$ cat config.mk
export PLATFORM = sky130hd
export DESIGN_NAME = i2c_pair_slave
export DESIGN_NICKNAME = d
export VERILOG_FILES = /design/src/rtl/i2c_pair_pkg.sv /design/src/rtl/i2c_line_events.sv /design/src/rtl/i2c_pair_pointer.sv /design/src/rtl/i2c_pair_slave.sv
export SDC_FILE = /design/constraint.sdc
export NUM_CORES = 1
export LEC_CHECK = 0
export ABC_AREA = 1
export BUFFER_PORTS_ARGS = -buffer_cell sky130_fd_sc_hd__clkbuf_2
export CAP_MARGIN = 10
export CORE_MARGIN = 4
export CORE_UTILIZATION = 48
export DETAILED_ROUTE_END_ITERATION = 7
export GPL_TIMING_DRIVEN = 0
export PLACE_DENSITY_LB_ADDON = 0.2
export SLEW_MARGIN = 5
export SYNTH_ARGS = -nofsm -noshare
export SYNTH_HDL_FRONTEND = slang
export SYNTH_SLANG_ARGS = --single-unit
$ cat constraint.sdc
create_clock -name clk -period 1.6 [get_ports clk]
set_input_delay 0.16 -clock clk [delete_from_list [all_inputs] [get_ports clk]]
set_output_delay 0.16 -clock clk [all_outputs]
set_load 0.02 [all_outputs]
$ cat src/rtl/i2c_pair_pkg.sv
// Shared types for the register-pair I2C slave.
package i2c_pair_pkg;
    // Link states of the slave byte engine
    typedef enum logic [3:0] {
        ST_IDLE,   // released, waiting for START
        ST_ADDR,   // shifting in address byte
        ST_AACK,   // driving address acknowledge
        ST_CMD,    // shifting in command byte
        ST_CACK,   // driving command acknowledge
        ST_WDAT,   // shifting in write data byte
        ST_WACK,   // driving data acknowledge
        ST_RDAT,   // shifting out read data byte
        ST_RACK    // sampling master acknowledge
    } link_state_t;
endpackage

$ cat src/rtl/i2c_line_events.sv
// Bus event detector: compares the current synchronised SCL/SDA levels with
// the previous system-clock sample and flags clock edges, START and STOP.
// Assumes inputs are already synchronised and the clock oversamples SCL.
module i2c_line_events (
    input  logic clk,
    input  logic rst_n,
    input  logic scl_i,
    input  logic sda_i,
    output logic scl_rise_o,
    output logic scl_fall_o,
    output logic start_o,
    output logic stop_o
);
    logic scl_q;
    logic sda_q;

    // Hold previous line levels (idle bus reads high)
    always_ff @(posedge clk) begin
        if (!rst_n) begin
            scl_q <= 1'b1;
            sda_q <= 1'b1;
        end else begin
            scl_q <= scl_i;
            sda_q <= sda_i;
        end
    end

    // Decode edges and bus conditions from old and new samples
    always_comb begin
        scl_rise_o = scl_i && !scl_q;
        scl_fall_o = !scl_i && scl_q;
        start_o    = scl_i && scl_q && sda_q && !sda_i;
        stop_o     = scl_i && scl_q && !sda_q && sda_i;
    end
endmodule

$ cat src/rtl/i2c_pair_pointer.sv
// Register pointer: loaded from a command byte, then toggles only its least
// significant bit on each step so bursts alternate within a register pair.
// Assumes load and step are never asserted in the same cycle.
module i2c_pair_pointer #(
    parameter int PTR_W = 3
) (
    input  logic             clk,
    input  logic             rst_n,
    input  logic             load_i,
    input  logic [PTR_W-1:0] load_val_i,
    input  logic             step_i,
    output logic [PTR_W-1:0] ptr_o
);
    localparam logic [PTR_W-1:0] PAIR_FLIP = PTR_W'(1);

    // Pointer register: reset to 0, load or flip pair member
    always_ff @(posedge clk) begin
        if (!rst_n)
            ptr_o <= '0;
        else if (load_i)
            ptr_o <= load_val_i;
        else if (step_i)
            ptr_o <= ptr_o ^ PAIR_FLIP;
    end
endmodule

$ cat src/rtl/i2c_pair_slave.sv
// I2C slave front end for a register-pair port expander. Matches a fixed
// upper address nibble plus strap bits, takes a command byte as register
// pointer, and converts write/read bursts into register strobes. The pointer
// alternates within a pair after every data byte. No clock stretching.
// Assumes synchronised SCL/SDA and clk >= 8x SCL; reg_rdata_i is a
// combinational function of reg_addr_o.
module i2c_pair_slave #(
    parameter logic [3:0] FIXED_HI = 4'b0100,
    parameter int         STRAP_W  = 3,
    parameter int         DATA_W   = 8
) (
    input  logic               clk,
    input  logic               rst_n,
    input  logic               scl_i,
    input  logic               sda_i,
    input  logic [STRAP_W-1:0] strap_i,
    output logic               sda_oe_o,
    output logic [STRAP_W-1:0] reg_addr_o,
    output logic               reg_wr_o,
    output logic [DATA_W-1:0]  reg_wdata_o,
    output logic               reg_rd_o,
    input  logic [DATA_W-1:0]  reg_rdata_i
);
    import i2c_pair_pkg::*;

    localparam int PTR_W = STRAP_W;
    localparam int CNT_W = $clog2(DATA_W + 1);
    localparam logic [CNT_W-1:0] LAST_RX = CNT_W'(DATA_W);
    localparam logic [CNT_W-1:0] LAST_TX = CNT_W'(DATA_W - 1);

    logic                scl_rise, scl_fall, bus_start, bus_stop;
    link_state_t         state;
    logic [CNT_W-1:0]    bit_cnt;
    logic [DATA_W-1:0]   shreg;
    logic                rw_bit;
    logic                m_ack;
    logic [PTR_W-1:0]    ptr;
    logic                addr_hit, rd_load, wr_done, ptr_load, ptr_step;

    i2c_line_events ev_i (
        .clk(clk), .rst_n(rst_n), .scl_i(scl_i), .sda_i(sda_i),
        .scl_rise_o(scl_rise), .scl_fall_o(scl_fall),
        .start_o(bus_start), .stop_o(bus_stop)
    );

    i2c_pair_pointer #(.PTR_W(PTR_W)) ptr_i (
        .clk(clk), .rst_n(rst_n), .load_i(ptr_load),
        .load_val_i(shreg[PTR_W-1:0]), .step_i(ptr_step), .ptr_o(ptr)
    );

    // Decode address match, strobes and pointer control for this cycle
    always_comb begin
        addr_hit = (shreg[DATA_W-1:1] == {FIXED_HI, strap_i});
        rd_load  = scl_fall && (((state == ST_AACK) && rw_bit) ||
                                ((state == ST_RACK) && m_ack));
        wr_done  = scl_fall && (state == ST_WDAT) && (bit_cnt == LAST_RX);
        ptr_load = scl_fall && (state == ST_CMD) && (bit_cnt == LAST_RX);
        ptr_step = wr_done ||
                   (scl_fall && (state == ST_RDAT) && (bit_cnt == LAST_TX));
        reg_addr_o  = ptr;
        reg_wdata_o = shreg;
        reg_rd_o    = rd_load;
        reg_wr_o    = wr_done && (ptr[PTR_W-1:1] != '0);
    end

    // Byte engine: bus conditions, bit shifting, acknowledge and SDA drive
    always_ff @(posedge clk) begin
        if (!rst_n) begin
            state    <= ST_IDLE;
            bit_cnt  <= '0;
            shreg    <= '0;
            rw_bit   <= 1'b0;
            m_ack    <= 1'b0;
            sda_oe_o <= 1'b0;
        end else if (bus_start) begin
            state    <= ST_ADDR;
            bit_cnt  <= '0;
            sda_oe_o <= 1'b0;
        end else if (bus_stop) begin
            state    <= ST_IDLE;
            sda_oe_o <= 1'b0;
        end else begin
            case (state)
                ST_ADDR, ST_CMD, ST_WDAT: begin
                    if (scl_rise) begin
                        shreg   <= {shreg[DATA_W-2:0], sda_i};
                        bit_cnt <= bit_cnt + 1'b1;
                    end else if (scl_fall && (bit_cnt == LAST_RX)) begin
                        if (state == ST_ADDR) begin
                            if (addr_hit) begin
                                state    <= ST_AACK;
                                rw_bit   <= shreg[0];
                                sda_oe_o <= 1'b1;
                            end else begin
                                state <= ST_IDLE;
                            end
                        end else begin
                            state    <= (state == ST_CMD) ? ST_CACK : ST_WACK;
                            sda_oe_o <= 1'b1;
                        end
                    end
                end
                ST_AACK, ST_RACK: begin
                    if (state == ST_RACK && scl_rise)
                        m_ack <= !sda_i;
                    if (scl_fall) begin
                        if (rd_load) begin
                            state    <= ST_RDAT;
                            shreg    <= reg_rdata_i;
                            sda_oe_o <= !reg_rdata_i[DATA_W-1];
                            bit_cnt  <= '0;
                        end else begin
                            state    <= (state == ST_AACK) ? ST_CMD : ST_IDLE;
                            sda_oe_o <= 1'b0;
                            bit_cnt  <= '0;
                        end
                    end
                end
                ST_CACK, ST_WACK: begin
                    if (scl_fall) begin
                        state    <= ST_WDAT;
                        sda_oe_o <= 1'b0;
                        bit_cnt  <= '0;
                    end
                end
                ST_RDAT: begin
                    if (scl_fall) begin
                        if (bit_cnt == LAST_TX) begin
                            state    <= ST_RACK;
                            sda_oe_o <= 1'b0;
                        end else begin
                            shreg    <= {shreg[DATA_W-2:0], 1'b0};
                            sda_oe_o <= !shreg[DATA_W-2];
                            bit_cnt  <= bit_cnt + 1'b1;
                        end
                    end
                end
                default: sda_oe_o <= 1'b0;
            endcase
        end
    end
endmodule

==> flow_summary.toml <==
[detailed_routing]
routedLengthMet1_um = 1890
wl_per_cell_um = 12.4
viasPerCell = 5.07
routed.top_layer = "met4"
drtIter0Drc = 92
dr.pass1.iters = 4
vias = 1770
wl_met2_um = 2100
wl_um = 4330
antenna_left = 0
drc_errors = 0
dr_wl_met3_um = 263

[logic_synthesis]
synth.avg_cell_area_um2 = 5.91
synth_top_area_cell = "dfxtp_1"
synth_xor_area_share_pct = 1.72
synth-warning-count = 0
ys_types = 24
synth_ff_type = "dfxtp_1"
synth_adder_area_share_pct = 1.63
synth_compound_area_share_pct = 10.4
synth_top_family_by_area = "simple AND/OR/NAND/NOR gates"
synth_mux_area_share_pct = 0
syn_nets = 276
yosysMostFrequentCell = "nand2_1"
netlist_instances = 259
synth_seq_area_share_pct = 31.4
synthTopCellsByArea = "dfxtp_1 (31%), nand2_1 (17%), nor2_1 (13%)"
synth_edf_count = 0
async_flop_share_pct = 0
ys_ff_latch = 24
yosysTopAreaCellShare_pct = 31.4
synthSimpleGateAreaFrac_pct = 44.0
synthTopCellsByCount = "nand2_1 (71), nor2_1 (53), inv_1 (36)"
synth_area_um2 = 1530

[flow_run]
cap_violations = 0

[global_routing]
grt_pass1_vias = 1582
grt_max_degree = 15
grt_util_all_layers_pct = 20.0
grt_first_pass_wirelength_um = 6720
antenna_found_initial = 0
overflow = 0

[status]
status = "finished, violations left"
failed_checks = "setup timing"

[layout]
areaGrowthSynthToFinish_pct = 37.7
final_nets = 323
multi_input_area_um2 = 1080
seq_area_um2 = 498
fillerInstances = 275
diodes = 0
drive_above_1_share_pct = 34.1

[clock_network]
clk_latency_ns = 0.32
clkTransAtPathRegs_ns = 0.15
cts_tree = "done"
clockBufferDepth = 2
cts_made_buffers = 3
root_buffer = "clkbuf_4"
cts_max_level = 1
clkSinkCount = 24

[power_and_ir_drop]
vdd_ir_drop_max_uv = 888
pwr-share-seq_pct = 30.0
clkPwrFrac_pct = 15.1
swShare_pct = 46.0
power_mw = 3.01
power_leakage_nw = 1.08
switching_power_mw = 1.38
powerDensity_nw_per_um2 = 1430
p_int_mw = 1.63
combPwrFrac_pct = 54.9

[worst_setup_path]
endpoint_kind = "flop"
crit_type = "flop to flop"
critical_path_arrival_ns = 1.85
required_ns = 1.83
crit_fanout = 4
cp-start-kind = "flop"
r2r_slack_ns = -0.01

[placement]
io_buffers = 27
dp_hpwl_um = 2860
place.gp.congestion = 0.901

[floorplanning]
dieArea_um2 = 4160
core_area_um2 = 3050
die_h_um = 64.5
initial_core_util_pct = 50.2
rows = 20
die_w_um = 64.5
pin_count = 29

[timing]
relSlewSlack_pct = 71.4
report.final.slew_viol_count = 0
fmax_ghz = 0.619
setup_viol = 1
post-route-period-util_pct = 101
skew_ns = 0.00621
final.setup.tns_ns = -0.0144
min_period_ns = 1.61
grt_setup_unrepaired = "true"
worst_slack_ns = -0.0144
hold_viol_final = 0
tightest_slew_ns = 0.429

[min_path]
min_path_type = "input port to flop"
## worst max-delay path: stages (launching register included)
cell and delay, ns:
dfxtp_4 0.40, nor2_4 0.19, buf_4 0.14, inv_1 0.04, nor2_1 0.21, nand3_1 0.14
nor3_2 0.22, nand2_1 0.08, nand2_1 0.06, nor2_1 0.04
## state kept, by name (all words and copies together) (netlist names)
signal,flops
reg_wdata_o,8
bit_cnt,4
state,4
ptr_i.ptr_o,3
ev_i.scl_q,1
ev_i.sda_q,1
m_ack,1
rw_bit,1
sda_oe_o,1
## path summary, 6_finish.rpt
check | depth (start not counted) | from | to
worst min register to register | 2 | sda_oe_o | sda_oe_o
worst min-delay path | 3 | scl_i | ev_i.scl_q
worst max-delay path | 9 | state[3] | rw_bit
worst max register to register | 9 | state[3] | rw_bit
## cell families (layout without fill, tap and decap cells)
logic type	count (synthesis)	count (layout)
AO/OA/AOI/OAI	30	30
AND/OR/NAND/NOR	158	158
XOR/XNOR	3	3
buffers and inverters	42	88
flip-flops	24	24
adder cells (fa/ha/maj)	2	2
## final cells by class
cell class	count	area share [%]
multi-input cells	193	51.0
flip-flops and latches	24	23.6
repair buffers	42	12.2
inverters	38	7.00
well taps	44	2.61
clock inverters	1	1.42
plain buffers	4	1.13
clock buffers	3	1.07
## layout by cell type, fill, tap and decap left out, drive strengths merged
master	Yosys	layout
nor3	2	2
o21ai	16	16
a21oi	12	12
nand2	75	75
clkbuf	2	30
xnor2	1	1
ha	2	2
nand4	5	5
o211ai	1	1
dlygate4sd3	0	1
nor2	57	57
o21bai	1	1
dfxtp	24	24
nand3	19	19
bufinv	0	1
xor2	2	2
buf	2	18
inv	38	38
## power by group through the flow
| stage | combinational, mW | clock, mW | sequential [mW] |
|---|---|---|---|
| floorplan | 0.892 | 0 | 0.995 |
| global placement | 1.33 | 0 | 0.873 |
| detailed placement | 1.34 | 0 | 0.876 |
| CTS | 1.45 | 0.464 | 0.865 |
| global route | 1.86 | 0.490 | 0.920 |
| finish | 1.65 | 0.455 | 0.903 |
## per-stage QoR
step           cell area [µm²]  instances  utilization [%]  hold slack (ns)  setup WS (ns)
2_1_floorplan             1530        259                -            0.250          0.104
3_3_place_gp              1720        330             56.4            0.355        -0.0750
3_5_place_dp              1720        330             56.4            0.359        -0.0806
4_1_cts                   1900        343             62.1           0.0484        -0.0175
5_1_grt                   2110        349             69.1           0.0848         -0.116
6_report                  2110        349             69.1           0.0770        -0.0144
## metal layers
layer  track usage (%)  vias up
li1                  -      901
met1              26.7      800
met2              33.1       58
met3              2.95       11
met4              6.60        0
met5                 0        -
## timing repair
| action | CTS | global route |
|---|---|---|
| buffers inserted | 8 | 5 |
| pin swaps | 5 | 13 |
| gates resized for setup | 19 | 53 |
| hold buffers | 1 | 0 |
| hold endpoints to repair | 1 | 0 |
| cloned | 0 | 1 |
| setup endpoints to repair | 17 | 21 |
No activity file was read; power rests on OpenSTA's default activity.
